`src/rtl/swrst_pkg.sv`:
```
package swrst_pkg;

    localparam int DATA_W    = 8;
    localparam int TRIG_BIT  = 0;
    localparam int DLY_BIT   = 6;
    localparam int STEER_BIT = 7;

    typedef enum logic {
        ROUTE_HARD = 1'b0,
        ROUTE_INIT = 1'b1
    } cpu_route_e;

    typedef struct packed {
        cpu_route_e steer;
        logic       dly_en;
    } ctrl_t;

    // 1.75 ms expressed in clock cycles, rounded down
    function automatic longint unsigned pulse_cycles(longint unsigned clk_hz);
        return (clk_hz * 64'd7) / 64'd4000;
    endfunction

    function automatic logic [DATA_W-1:0] pack_readback(ctrl_t c);
        logic [DATA_W-1:0] v;
        v = '0;
        v[STEER_BIT] = c.steer;
        v[DLY_BIT]   = c.dly_en;
        return v;
    endfunction

endpackage

```
`src/rtl/swrst_cfg_regs.sv`:
```
module swrst_cfg_regs
    import swrst_pkg::*;
#(
    parameter int ADDR_W     = 8,
    parameter int REG_OFFSET = 'h47
) (
    input  logic              clk,
    input  logic              rst,
    input  logic              cfg_wr,
    input  logic [ADDR_W-1:0] cfg_addr,
    input  logic [DATA_W-1:0] cfg_wdata,
    output logic [DATA_W-1:0] cfg_rdata,
    output ctrl_t             ctrl_q,
    output ctrl_t             ctrl_d,
    output logic              trig
);

    logic hit;
    logic wr_hit;
    logic unused_rsvd;

    assign hit         = (cfg_addr == ADDR_W'(REG_OFFSET));
    assign wr_hit      = cfg_wr && hit;
    assign trig        = wr_hit && cfg_wdata[TRIG_BIT];
    assign unused_rsvd = ^cfg_wdata[5:1];

    always_comb begin
        ctrl_d = ctrl_q;
        if (wr_hit) begin
            ctrl_d.steer  = cpu_route_e'(cfg_wdata[STEER_BIT]);
            ctrl_d.dly_en = cfg_wdata[DLY_BIT];
        end
    end

    always_ff @(posedge clk) begin
        if (rst) begin
            ctrl_q <= '{steer: ROUTE_HARD, dly_en: 1'b0};
        end else begin
            ctrl_q <= ctrl_d;
        end
    end

    assign cfg_rdata = hit ? pack_readback(ctrl_q) : '0;

    // a write hit lands in the stored enable on the next cycle
    a_r7_dly_written: assert property (@(posedge clk) disable iff (rst)
        wr_hit |=> ctrl_q.dly_en == $past(cfg_wdata[DLY_BIT]));

    // a cycle with no write hit keeps the stored fields
    a_r9_no_stray_write: assert property (@(posedge clk) disable iff (rst)
        !wr_hit |=> $stable(ctrl_q));

endmodule

```
`src/rtl/swrst_pulse_timer.sv`:
```
module swrst_pulse_timer #(
    parameter int unsigned LIMIT = 16,
    localparam int CNT_W = (LIMIT < 2) ? 1 : $clog2(LIMIT)
) (
    input  logic clk,
    input  logic rst,
    input  logic start,
    output logic active
);

    logic [CNT_W-1:0] cnt;

    always_ff @(posedge clk) begin
        if (rst) begin
            cnt    <= '0;
            active <= 1'b0;
        end else if (start) begin
            cnt    <= CNT_W'(LIMIT - 1);
            active <= 1'b1;
        end else if (active) begin
            if (cnt == '0) begin
                active <= 1'b0;
            end else begin
                cnt <= cnt - 1'b1;
            end
        end
    end

    // every trigger reloads the full count, even mid-pulse
    a_r8_reload_full: assert property (@(posedge clk) disable iff (rst)
        start |=> active && cnt == CNT_W'(LIMIT - 1));

    // a running pulse steps down by exactly one per cycle
    a_r2_count_steps: assert property (@(posedge clk) disable iff (rst)
        (active && !start && cnt != '0) |=> active && cnt == $past(cnt) - 1'b1);

endmodule

```
`src/rtl/swrst_reset_route.sv`:
```
module swrst_reset_route
    import swrst_pkg::*;
(
    input  logic       clk,
    input  logic       rst,
    input  logic       start,
    input  cpu_route_e sel_next,
    input  logic       active,
    output logic       hard_n,
    output logic       init_n
);

    cpu_route_e route_q;

    always_ff @(posedge clk) begin
        if (rst) begin
            route_q <= ROUTE_HARD;
        end else if (start) begin
            route_q <= sel_next;
        end
    end

    assign hard_n = !(active && route_q == ROUTE_HARD);
    assign init_n = !(active && route_q == ROUTE_INIT);

    // the chosen path holds for a pulse unless retriggered
    a_r10_route_held: assert property (@(posedge clk) disable iff (rst)
        (active && !start) |=> $stable(route_q));

    // the route taken is the steering value seen with the trigger
    a_r6_route_from_trigger: assert property (@(posedge clk) disable iff (rst)
        start |=> route_q == $past(sel_next));

endmodule

```
`src/rtl/swrst_pulse_gen.sv`:
```
module swrst_pulse_gen
    import swrst_pkg::*;
#(
    parameter longint unsigned CLK_HZ     = 33_000_000,
    parameter int              ADDR_W     = 8,
    parameter int              REG_OFFSET = 'h47
) (
    input  logic              clk,
    input  logic              rst,
    input  logic              cfg_wr,
    input  logic [ADDR_W-1:0] cfg_addr,
    input  logic [7:0]        cfg_wdata,
    output logic [7:0]        cfg_rdata,
    output logic              bus_rst_n,
    output logic              cpu_hard_rst_n,
    output logic              cpu_init_n,
    output logic              dly_txn_en
);

    localparam longint unsigned PULSE = pulse_cycles(CLK_HZ);

    // elaboration-time window check, 1.5 ms .. 2.0 ms
    if ((PULSE * 64'd2000 < CLK_HZ * 64'd3) || (PULSE * 64'd500 > CLK_HZ)) begin : g_bad_clk
        $error("R3: pulse length outside 1.5-2.0 ms for this CLK_HZ");
    end

    ctrl_t ctrl_q, ctrl_d;
    logic  trig;
    logic  active;

    swrst_cfg_regs #(
        .ADDR_W     (ADDR_W),
        .REG_OFFSET (REG_OFFSET)
    ) u_regs (
        .clk       (clk),
        .rst       (rst),
        .cfg_wr    (cfg_wr),
        .cfg_addr  (cfg_addr),
        .cfg_wdata (cfg_wdata),
        .cfg_rdata (cfg_rdata),
        .ctrl_q    (ctrl_q),
        .ctrl_d    (ctrl_d),
        .trig      (trig)
    );

    swrst_pulse_timer #(
        .LIMIT (int'(PULSE))
    ) u_timer (
        .clk    (clk),
        .rst    (rst),
        .start  (trig),
        .active (active)
    );

    swrst_reset_route u_route (
        .clk      (clk),
        .rst      (rst),
        .start    (trig),
        .sel_next (ctrl_d.steer),
        .active   (active),
        .hard_n   (cpu_hard_rst_n),
        .init_n   (cpu_init_n)
    );

    assign bus_rst_n  = !active;
    assign dly_txn_en = ctrl_q.dly_en;

    // bus reset low means exactly one processor output low
    a_r6_one_cpu_path: assert property (@(posedge clk) disable iff (rst)
        !bus_rst_n |-> $countones({cpu_hard_rst_n, cpu_init_n}) == 1);

    // no processor output moves without the bus reset
    a_r2_cpu_with_bus: assert property (@(posedge clk) disable iff (rst)
        bus_rst_n |-> (cpu_hard_rst_n && cpu_init_n));

    // reset leaves every reset line released
    a_r1_idle_after_reset: assert property (@(posedge clk)
        rst |=> (bus_rst_n && cpu_hard_rst_n && cpu_init_n && !dly_txn_en));

endmodule

```
`config.mk`:
```
export PLATFORM = sky130hd
export DESIGN_NAME = swrst_pulse_gen
export DESIGN_NICKNAME = d
export VERILOG_FILES = /design/src/rtl/swrst_pkg.sv /design/src/rtl/swrst_cfg_regs.sv /design/src/rtl/swrst_pulse_timer.sv /design/src/rtl/swrst_reset_route.sv /design/src/rtl/swrst_pulse_gen.sv
export SDC_FILE = /design/constraint.sdc
export NUM_CORES = 1
export LEC_CHECK = 0
export ABC_CLOCK_PERIOD_IN_PS = 3690
export BUFFER_PORTS_ARGS = -buffer_cell sky130_fd_sc_hd__buf_2
export CORE_ASPECT_RATIO = 1.5
export CORE_UTILIZATION = 50
export DETAILED_ROUTE_END_ITERATION = 10
export PLACE_DENSITY = 0.88
export SLEW_MARGIN = 20
export SYNTH_ARGS = -nofsm -noshare
export SYNTH_HDL_FRONTEND = slang
export SYNTH_SLANG_ARGS = --single-unit
```
`constraint.sdc`:
```
create_clock -name clk -period 3.69 [get_ports clk]
set_input_delay 0.369 -clock clk [delete_from_list [all_inputs] [get_ports clk]]
set_output_delay 0.369 -clock clk [all_outputs]
set_load 0.05 [all_outputs]
```
# Word level (Yosys, flattened, before mapping)
# Index checks and enable logic that the tools add are counted.
# Widths: inputs -> output; s select.
# word_totals
rom_bits	0
ramBits	0
latchBits	0
input_bits	19
n_memories	0
ff_bits	20
# classes
muxes	8
reduce_logical	12
shift	0
bitwise	2
div_mod_pow	0
magnitude_cmp	0
n_eq_ne	2
multipliers	0
add_sub_neg	1
# ops
op	count
$mux 16	3
$logic_not 16->1	1
$sub 16x1->16 const B	1
$eq 8x7->1 const B	1
$mux 8	1
$logic_and 1x1->1	4
$reduce_and 2->1	2
$logic_not 1->1	3
$mux 1	3
$mux 2	1
$ne 2x2->1 const B	1
$not 1->1	2
$reduce_bool 2->1	1
$reduce_or 2->1	1

# Depth between registers and ports, before layout
# Gate-level depths: netlist of the first run.
# logic_depth
depth_word	5
ltp_mapped	7

# Cells and area by module
# Synthesis of the first run repeated with hierarchy kept, for this count alone.
# unflattened
hier_cells	151
area_unflattened_um2	1267.5
# by_module_without_submodules
module	cells_per_inst	seq_area_each_um2	area_each_um2	n_inst
swrst_pulse_timer	120	340.3	1013.5	1
swrst_cfg_regs	25	40.0	206.4	1
swrst_reset_route	5	20.0	43.8	1
swrst_pulse_gen	1	0.0	3.8	1

# Worst setup path after synthesis of the first run
# No wires, ideal clock.
# synth_path
path_kind	register to register
start	register u_timer.active
end	register u_timer.cnt[13]
t_arrival_ps	2001
path_stages_with_launch	7
slack_ps	1614
required_time_ps	3616
cell_sequence	dfxtp_1 -> clkbuf_1 -> inv_1 -> or3_1 -> clkbuf_2 -> or4_1 -> a31oi_1
# synth_via
elab_chain_cells	2
# synth_rtl
element	line_no	text
start, declared	swrst_pulse_timer.sv:8	output logic active
start signal, assigned	swrst_pulse_timer.sv:16	active <= 1'b0;
start signal, assigned	swrst_pulse_timer.sv:19	active <= 1'b1;
start signal, assigned	swrst_pulse_timer.sv:22	active <= 1'b0;
$reduce_bool 2->1 (no line)	-	
$reduce_and 2->1 (no line)	-	
end signal, assigned	swrst_pulse_timer.sv:18	cnt <= CNT_W'(LIMIT - 1);
end signal, assigned	swrst_pulse_timer.sv:24	cnt <= cnt - 1'b1;
end, declared	swrst_pulse_timer.sv:11	logic [CNT_W-1:0] cnt;
# Every way passes these cells.
# A chain may end at the register's enable or synchronous reset.

# Worst setup path after layout of the first run
# layout_path
start	register u_timer.cnt[3]
end	register u_timer.cnt[13]
# layout_via
elab_chain_cells	4
# layout_rtl
element	line_no	text
$sub 16x1->16	swrst_pulse_timer.sv:24	
$mux 16	swrst_pulse_timer.sv:21	if (cnt == '0) begin
$mux 16	swrst_pulse_timer.sv:20	end else if (active) begin
$mux 16	swrst_pulse_timer.sv:17	end else if (start) begin
# Several ways; a longest one is shown, not always the timed one. The select of a mux whose other input is x is not followed.

==> results of run 1 <==
-- power by group --
part / leakage [nW] / switching [W] / internal, W / total (W)
Clock: 0.0138 / 0.0000624 / 0.0000380 / 0.000100
Combinational: 0.302 / 0.0000219 / 0.00000731 / 0.0000292
Sequential: 0.161 / 0.000000166 / 0.000216 / 0.000216
Total: 0.476 / 0.0000845 / 0.000261 / 0.000346
-- per-layer routing --
metal	up-vias	GRT usage, %	wire length, µm
met5	-	0	0
met1	508	25.81	987
met2	16	37.50	1276
li1	555	-	-
met4	0	8.571	36
met3	5	3.663	51
-- synth_stat cells (2+ instances only) --
cell type	count
nand2_1	7
inv_1	4
nor3_1	3
o31ai_1	7
nor4b_1	2
dfxtp_1	20
or2_2	2
and3_1	2
mux2i_1	4
or4_2	4
clkbuf_1	7
a21oi_1	9
buf_4	6
nor4_1	6
or4_1	7
nand3_1	3
or3_1	5
o21ai_0	6
nand2b_1	4
a31oi_1	7
nor2_1	6
-- layout make-up --
class	count	area [µm²]
Fill cell	186	870.8
Inverter	4	15.01
Timing Repair Buffer	19	95.09
Multi-Input combinational cell	105	670.6
Sequential cell	20	400.4
Tap cell	22	27.53
Clock buffer	3	22.52
-- critical path, cell delays in order (launching register included) --
cell,delay (ps)
dfxtp_1,380
or4_4,550
or3_1,450
or4_1,490
a31oi_1,160
-- state kept, by name, indices dropped and copies added, names as in the netlist --
register,count
u_route.route_q,1
u_regs.ctrl_q,2
u_timer.active,1
u_timer.cnt,16
-- per-stage QoR --
stage	worst slack, ps	power [W]	utilization (%)	cells
after detailed placement	1349	0.0002501	57.50	170
after global routing	1496	0.0003549	58.57	173
final	1594	0.0003457	58.57	173
after floorplan	1614	0.0002457	-	143
after global placement	1373	0.0002494	57.50	170
after CTS	1603	0.0003486	58.57	173
-- cell families (layout without fill, tap and decap cells) --
group / Yosys count / count (layout)
flops: 20 / 20
simple gates: 61 / 61
fa+ha+maj: 1 / 1
compound gates: 33 / 33
other cells: 1 / 6
mux: 4 / 4
buf+inv: 18 / 26
-- worst paths after layout --
check	start	end	slack [ps]	cells past startpoint
worst max register to register	u_timer.cnt[3]$_SDFFE_PP0P_	u_timer.cnt[13]$_SDFFE_PP0P_	1590	4
worst min-delay path	cfg_wdata[6]	u_regs.ctrl_q[0]$_SDFFE_PP0N_	300	3
worst min register to register	u_regs.ctrl_q[1]$_SDFF_PP0_	u_regs.ctrl_q[1]$_SDFF_PP0_	510	2
worst max-delay path	u_timer.cnt[3]$_SDFFE_PP0P_	u_timer.cnt[13]$_SDFFE_PP0P_	1590	4
==> flow_summary.toml, run 1 <==
[run_status]
status = "completed"

[power_and_ir_drop]
ir_worst_vdd_v = 0.0002031
leakagePower_nw = 0.4764
p_per_area_nw_per_um2 = 280.8

[synth]
synth_ff_type = "dfxtp_1"
synth.avg_cell_area_um2 = 8.287
yosysSeqAreaShare_pct = 35.01
synthMuxAreaShare_pct = 3.501
synthXorXnorAreaFrac_pct = 0
synth_area_leader_cell = "dfxtp_1"
yosys.area_share.adder_pct = 1.094
synthTopCellsByArea = "dfxtp_1, o31ai_1, or4_1, a21oi_1, buf_4"
synth_edf_count = 0
yosys.area_share.simple_pct = 33.81
ys_ff_latch = 20
synth_cell_types = 38
syn_area_um2 = 1144
synth-async-reset-ratio_pct = 0
synth_top_area_share_pct = 35.01
synth_compound_area_share_pct = 18.27
synth_top_family_by_area = "simple AND/OR/NAND/NOR gates"
syn_inst = 138
ys_warn_count = 0

[timing]
hold_viol = 0
finalMaxSlewViolations = 0
fin_crit_sh_pct = 56.81
hold_slack_ps = 303.0
setup_viol = 0
post-route-min-period_ps = 2096
fmax_mhz = 477.0
slew_headroom_pct = 57.98
rsz0062_at_grt = "no"
fin_skew_ps = 6.829
finalSetupTns_ps = 0
max_slew.worst_pin.slew_ps = 624.5

[floorplanning]
ios = 31
core-area_um2 = 2102
die_area_um2 = 2486
start_util_pct = 54.40
die_x_um = 41.05
die_h_um = 60.57
fp-row-count = 20

[route]
ant_nets = 0
firstDrtPassIters = 4
first_iter_violations = 53
route.detailed.drc = 0
wl_um = 2352
via_per_inst = 6.266
vias = 1084
avgRoutedWirePerCell_um = 13.60

[clock_network]
cts_tree = "done"
cts_hold_buf = 0
clk_latency_ps = 300
clock_path_buffers = 2
postCtsSetupBuffers = 0
clk_pin_slew_ps = 110
cts_root_buffer = "clkbuf_4"
cts_inserted_buffers = 3
htreeDepth = 1
cts-resized-gates = 0
clock-sinks = 20

[cells_and_area]
drive_gt1_share_pct = 20.53
final_cell_area_um2 = 1231
diodes = 0
syn_to_final_growth_pct = 7.659
final_cell_mix = "dfxtp_1, buf_2, a21oi_1"
final_common_cell = "dfxtp_1"
nets = 173

[placed_design]
portBuffers = 19
dpl.hpwl_um = 1777
place_congestion = 0.8570
dpl-instance-area_um2 = 1209

[worst_setup_path]
worstSetupStartpointType = "flip-flop"
cp_max_fo = 8
endpoint_kind = "flip-flop"
required_ps = 3920
crit_arrival_ps = 2330
crit_type = "reg -> reg"

[grt]
grt_pass1_wl_um = 3815
grt_max_degree = 14
overflow = 0
grt_use_total_pct = 21.92
grt_pass1_vias = 928
grt_antenna_before_repair = 0

[job]
cap_violations = 0

[min_path]
hp-class = "in -> reg"
No activity file was read; power rests on OpenSTA's default activity.
==> run 2: changes to the inputs <==
--- a/config.mk
+++ b/config.mk
@@ -5,12 +5,12 @@
 export SDC_FILE = /design/constraint.sdc
 export NUM_CORES = 1
 export LEC_CHECK = 0
-export ABC_CLOCK_PERIOD_IN_PS = 3690
+export ABC_CLOCK_PERIOD_IN_PS = 1900
 export BUFFER_PORTS_ARGS = -buffer_cell sky130_fd_sc_hd__buf_2
 export CORE_ASPECT_RATIO = 1.5
-export CORE_UTILIZATION = 50
+export CORE_UTILIZATION = 46
 export DETAILED_ROUTE_END_ITERATION = 10
-export PLACE_DENSITY = 0.88
+export PLACE_DENSITY = 0.85
 export SLEW_MARGIN = 20
 export SYNTH_ARGS = -nofsm -noshare
 export SYNTH_HDL_FRONTEND = slang
==> constraint.sdc (replaced) <==
create_clock -name clk -period 1.9 [get_ports clk]
set_input_delay 0.19 -clock clk [delete_from_list [all_inputs] [get_ports clk]]
set_output_delay 0.19 -clock clk [all_outputs]
set_load 0.05 [all_outputs]
==> run 2 against run 1 <==
The flow now finishes with violations (negative setup slack). Clock power grew 100%. Sequential power rose by 94%. Register-to-register slack worse by 1600 ps. Power grew 97%. Core utilization grew 2.6 points. Critical path depth unchanged. Cell area rose by 14%. Largest cell class unchanged.
==> flow_summary.toml, run 2 (same netlist as run 1, synthesis figures left out) <==
[timing]
slew_headroom_pct = 64.72
hold_viol = 0
rsz0062_at_grt = "yes"
fin_crit_sh_pct = 101.0
setup_slack_ps = -19.57
setup_viol = 2
finalMaxSlewViolations = 0
fmax_mhz = 521.0
post-route-min-period_ps = 1920
fin_skew_ps = 3.472
max_slew.worst_pin.slew_ps = 524.4

[worst_setup_path]
crit_arrival_ps = 2150
cp_max_fo = 7
endpoint_kind = "flip-flop"
worstSetupStartpointType = "flip-flop"
required_ps = 2130
crit_type = "reg -> reg"

[power_and_ir_drop]
leakagePower_nw = 0.5517
sw_frac_of_total_pct = 25.12
p_per_area_nw_per_um2 = 487.6
power_w = 0.0006821
p_int_w = 0.0005107
ir_worst_vdd_v = 0.0005417
clock_power_share_pct = 29.3
seqPwrFrac_pct = 61.5
switching_power_w = 0.0001714
p_comb_share_pct = 9.2

[run_status]
status = "finished, violations left"
violations = "negative setup slack"

[placed_design]
dpl.hpwl_um = 2077
place_congestion = 0.8591
dpl-instance-area_um2 = 1316
portBuffers = 19

[cells_and_area]
diodes = 0
final_common_cell = "buf_2"
reg.largest.list = "u_timer.cnt: 16 flops, u_regs.ctrl_q: 2 flops"
final_cell_area_um2 = 1399
final_cell_mix = "buf_2, buf_4, dfxtp_1"
nets = 187
largest_register_ffs = 16
largest-register = "u_timer.cnt"
drive_gt1_share_pct = 38.79
n_fill_cell = 175
syn_to_final_growth_pct = 22.32

[clock_network]
clock-sinks = 20
cts_tree = "done"
clk_latency_ps = 300
clock_path_buffers = 2
clk_pin_slew_ps = 110
cts_inserted_buffers = 3
htreeDepth = 1
cts_root_buffer = "clkbuf_4"
cts_hold_buf = 0

[floorplanning]
core-area_um2 = 2286
die_area_um2 = 2694
die_x_um = 42.71
fp-row-count = 21
die_h_um = 63.07
ios = 31
start_util_pct = 50.03

[job]
cap_violations = 0

[route]
via_per_inst = 6.399
ant_nets = 0
first_iter_violations = 60
firstDrtPassIters = 4
vias = 1203
wl_um = 2848
avgRoutedWirePerCell_um = 15.15
route.detailed.drc = 0

[grt]
overflow = 0
grt_pass1_vias = 1171
grt_pass1_wl_um = 4719
grt_use_total_pct = 21.51
grt_antenna_before_repair = 0
grt_max_degree = 14

[min_path]
hp-class = "in -> reg"
==> run 2: cell count changes in the layout (fill, tap and decap cells not counted), sizes merged <==
cell      delta
clkinvlp     +1
buf         +14
inv          -1
==> run 2: layout make-up <==
class                   count  area (µm²)  area share [%]
repair buffers             33       200.2           14.31
clock buffers               3       22.52           1.610
well taps                  23       28.78           2.057
inverters                   4       18.77           1.342
flip-flops and latches     20       407.9           29.16
multi-input cells         105       720.7           51.52
==> run 2: through the flow <==
stage               std cells  hold slack [ps]  TNS, ps  utilization (%)  setup slack, ps
floorplan                 143            252.0        0                -            4.098
global placement          184            422.7   -31.18            57.58           -17.16
detailed placement        184            449.2   -165.6            57.58           -49.85
CTS                       187            139.3   -12.23            59.39           -12.23
global route              188            150.9   -270.9            61.19           -73.62
finish                    188            138.7   -22.79            61.19           -19.57
==> run 2: metal layers <==
layer	part of all wire, %	vias up	global-route usage (%)
met5	0	-	0
met4	2.5	0	7.031
met3	4.3	12	2.865
met2	55	55	42.42
met1	38	559	21.75
li1	-	577	-
==> run 2: critical path: stages, from the launching register on <==
cell and delay [ps]:
dfxtp_2 330, or4_4 540, or3_4 390, or4_1 400
a31oi_1 180
==> run 2: path summary, 6_finish.rpt <==
kind                                from                           end  slack [ps]  cells after the start
max          u_timer.cnt[6]$_SDFFE_PP0P_  u_timer.cnt[13]$_SDFFE_PP0P_         -20                      4
min                         cfg_wdata[7]   u_regs.ctrl_q[1]$_SDFF_PP0_         140                      3
max reg2reg  u_timer.cnt[6]$_SDFFE_PP0P_  u_timer.cnt[13]$_SDFFE_PP0P_         -20                      4
min reg2reg  u_regs.ctrl_q[1]$_SDFF_PP0_   u_regs.ctrl_q[1]$_SDFF_PP0_         510                      2
==> run 2: repair_timing <==
item                                    in CTS  in global routing
buffers inserted                             0                  1
endpoints found under the setup margin      10                 12
gates resized for setup                      7                 12
pin swaps                                    2                 10
endpoints found under the hold margin        0                  0
==> run 2: power groups by stage <==
stage               registers [W]  logic [W]  clock network, W
floorplan                0.000429  0.0000485                 0
detailed placement       0.000429  0.0000603                 0
global route             0.000420  0.0000662          0.000216
finish                   0.000420  0.0000626          0.000200
global placement         0.000429  0.0000585                 0
CTS                      0.000420  0.0000606          0.000201
==> run 3: changes to the inputs <==
--- a/config.mk
+++ b/config.mk
@@ -7,7 +7,7 @@
 export LEC_CHECK = 0
 export ABC_CLOCK_PERIOD_IN_PS = 1900
 export BUFFER_PORTS_ARGS = -buffer_cell sky130_fd_sc_hd__buf_2
-export CORE_ASPECT_RATIO = 1.5
+export CORE_ASPECT_RATIO = 0.9
 export CORE_UTILIZATION = 46
 export DETAILED_ROUTE_END_ITERATION = 10
 export PLACE_DENSITY = 0.85
==> run 3 against run 2 <==
Sequential cell count unchanged. Clock power increased by 79%. First-iteration DRC count decreased by 6.7%. Via count increased by 2.2%. Final cell count increased by 6.4%. Sequential power about the same. Register-to-register slack improved by 30 ps. Die area decreased by 0.15%. Power increased by 23%. Combinational power decreased by 0.6%. The run now ends clean. Critical path depth unchanged. Highest routed layer unchanged. Largest cell class unchanged.
==> flow_summary.toml, run 3 (same netlist as run 1, synthesis figures left out) <==
[grt]
grt_antenna_before_repair = 0
grt_pass1_vias = 1086
overflow = 0
grt_use_total_pct = 24.22
grt_pass1_wl_um = 4761
grt_max_degree = 14

[worst_setup_path]
required_ps = 2140
worstSetupStartpointType = "flip-flop"
crit_arrival_ps = 2130
crit_type = "reg -> reg"
rr_worst_depth = 4
cp_max_fo = 7
endpoint_kind = "flip-flop"

[placed_design]
placed_cells_incl_taps = 191
dpl.hpwl_um = 2131
place_congestion = 0.8248
dpl-instance-area_um2 = 1344
portBuffers = 19

[min_path]
holdPathStages = 3
hp-class = "in -> reg"

[floorplanning]
start_util_pct = 50.55
fp-row-count = 16
die_area_um2 = 2690
ios = 31
die_x_um = 54.56
die_h_um = 49.30
core-area_um2 = 2262

[clock_network]
clk_latency_ps = 320
clock_path_buffers = 2
htreeDepth = 1
cts_tree = "done"
clk_pin_slew_ps = 130
cts_inserted_buffers = 3
cts_root_buffer = "clkbuf_4"
clock-sinks = 20

[cells_and_area]
reg.largest.list = "u_timer.cnt: 16 flops, u_regs.ctrl_q: 2 flops"
utilization_pct = 64.71
final_cell_area_um2 = 1464
nets = 194
syn_to_final_growth_pct = 28.01
final_cell_mix = "buf_4, buf_2, dfxtp_1, a21oi_1"
diodes = 0
largest_register_ffs = 16
drive_gt1_share_pct = 38.15
fin_cells = 200
final_common_cell = "buf_4"
largest-register = "u_timer.cnt"

[power_and_ir_drop]
power_w = 0.0008396
p_per_area_nw_per_um2 = 573.5
ir_worst_vdd_v = 0.0005493
leakagePower_nw = 0.5992

[route]
top_layer = "met4"
wl_um = 3072
wl_met1_um = 1266
first_iter_violations = 56
ant_nets = 0
avgRoutedWirePerCell_um = 15.36
met2_wirelength_um = 1573
firstDrtPassIters = 4
route.detailed.drc = 0
vias = 1229
route.met3.wl_um = 173
via_per_inst = 6.145

[job]
cap_violations = 0

[timing]
rsz0062_at_grt = "yes"
fin_crit_sh_pct = 99.46
hold_viol = 0
post-route-min-period_ps = 1890
finalMaxSlewViolations = 0
fin_skew_ps = 15.21
setup_viol = 0
fmax_mhz = 529.2
finalSetupTns_ps = 0

[run_status]
status = "completed"
run 3: changes by cell type in the layout (fill, tap and decap cells not counted), sizes merged:
| cell | change |
|---|---|
| buf | +7 |
| bufinv | +1 |
run 3: path summary, 6_finish.rpt:
path / slack [ps] / endpoint / start
worst max-delay path: 10 / u_timer.cnt[13]$_SDFFE_PP0P_ / u_timer.cnt[6]$_SDFFE_PP0P_
worst min-delay path: 120 / u_route.route_q$_SDFFE_PP0P_ / cfg_wdata[7]
worst max register to register: 10 / u_timer.cnt[13]$_SDFFE_PP0P_ / u_timer.cnt[6]$_SDFFE_PP0P_
worst min register to register: 540 / u_timer.cnt[9]$_SDFFE_PP0P_ / u_timer.cnt[9]$_SDFFE_PP0P_
run 3: area by class of cell:
cell class | instances | area [µm²]
Fill cell | 196 | 798.3
Timing Repair Buffer | 40 | 252.7
Clock inverter | 1 | 30.03
Inverter | 4 | 18.77
Clock buffer | 3 | 22.52
Multi-Input combinational cell | 105 | 699.4
Tap cell | 27 | 33.78
Sequential cell | 20 | 406.6
run 3: per-stage QoR:
stage / setup slack (ps) / hold WS (ps)
3_5_place_dp: -54.22 / 454.8
2_1_floorplan: 4.098 / 252.0
6_report: 10.32 / 121.4
5_1_grt: -60.04 / 125.4
3_3_place_gp: -13.65 / 426.4
4_1_cts: 1.563 / 120.3
run 3: report_power, final:
part | internal, W | leakage [nW] | total (W) | switching, W
combinational | 0.0000178 | 0.408 | 0.0000622 | 0.0000444
clock | 0.000213 | 0.0279 | 0.000358 | 0.000144
sequential | 0.000419 | 0.164 | 0.000420 | 0.000000327
total | 0.000651 | 0.599 | 0.000840 | 0.000189
run 3: what timing repair did:
action | 4_1_cts | 5_1_grt
hold buffers | 0 | 0
pin swaps | 2 | 6
endpoints found under the setup margin | 7 | 10
resized for setup | 5 | 5
setup buffers | 0 | 5
run 3: per-layer routing:
layer | vias to the layer above | global-route usage [%]
met4 | 0 | 6.838
met3 | 10 | 6.854
met2 | 48 | 40.65
li1 | 593 | -
met1 | 578 | 29.17
met5 | - | 0
run 3: critical path, stage by stage, from the launching register on:
cell	delay [ps]
dfxtp_2	340
or4_4	540
or3_4	380
or4_1	400
a31oi_1	160
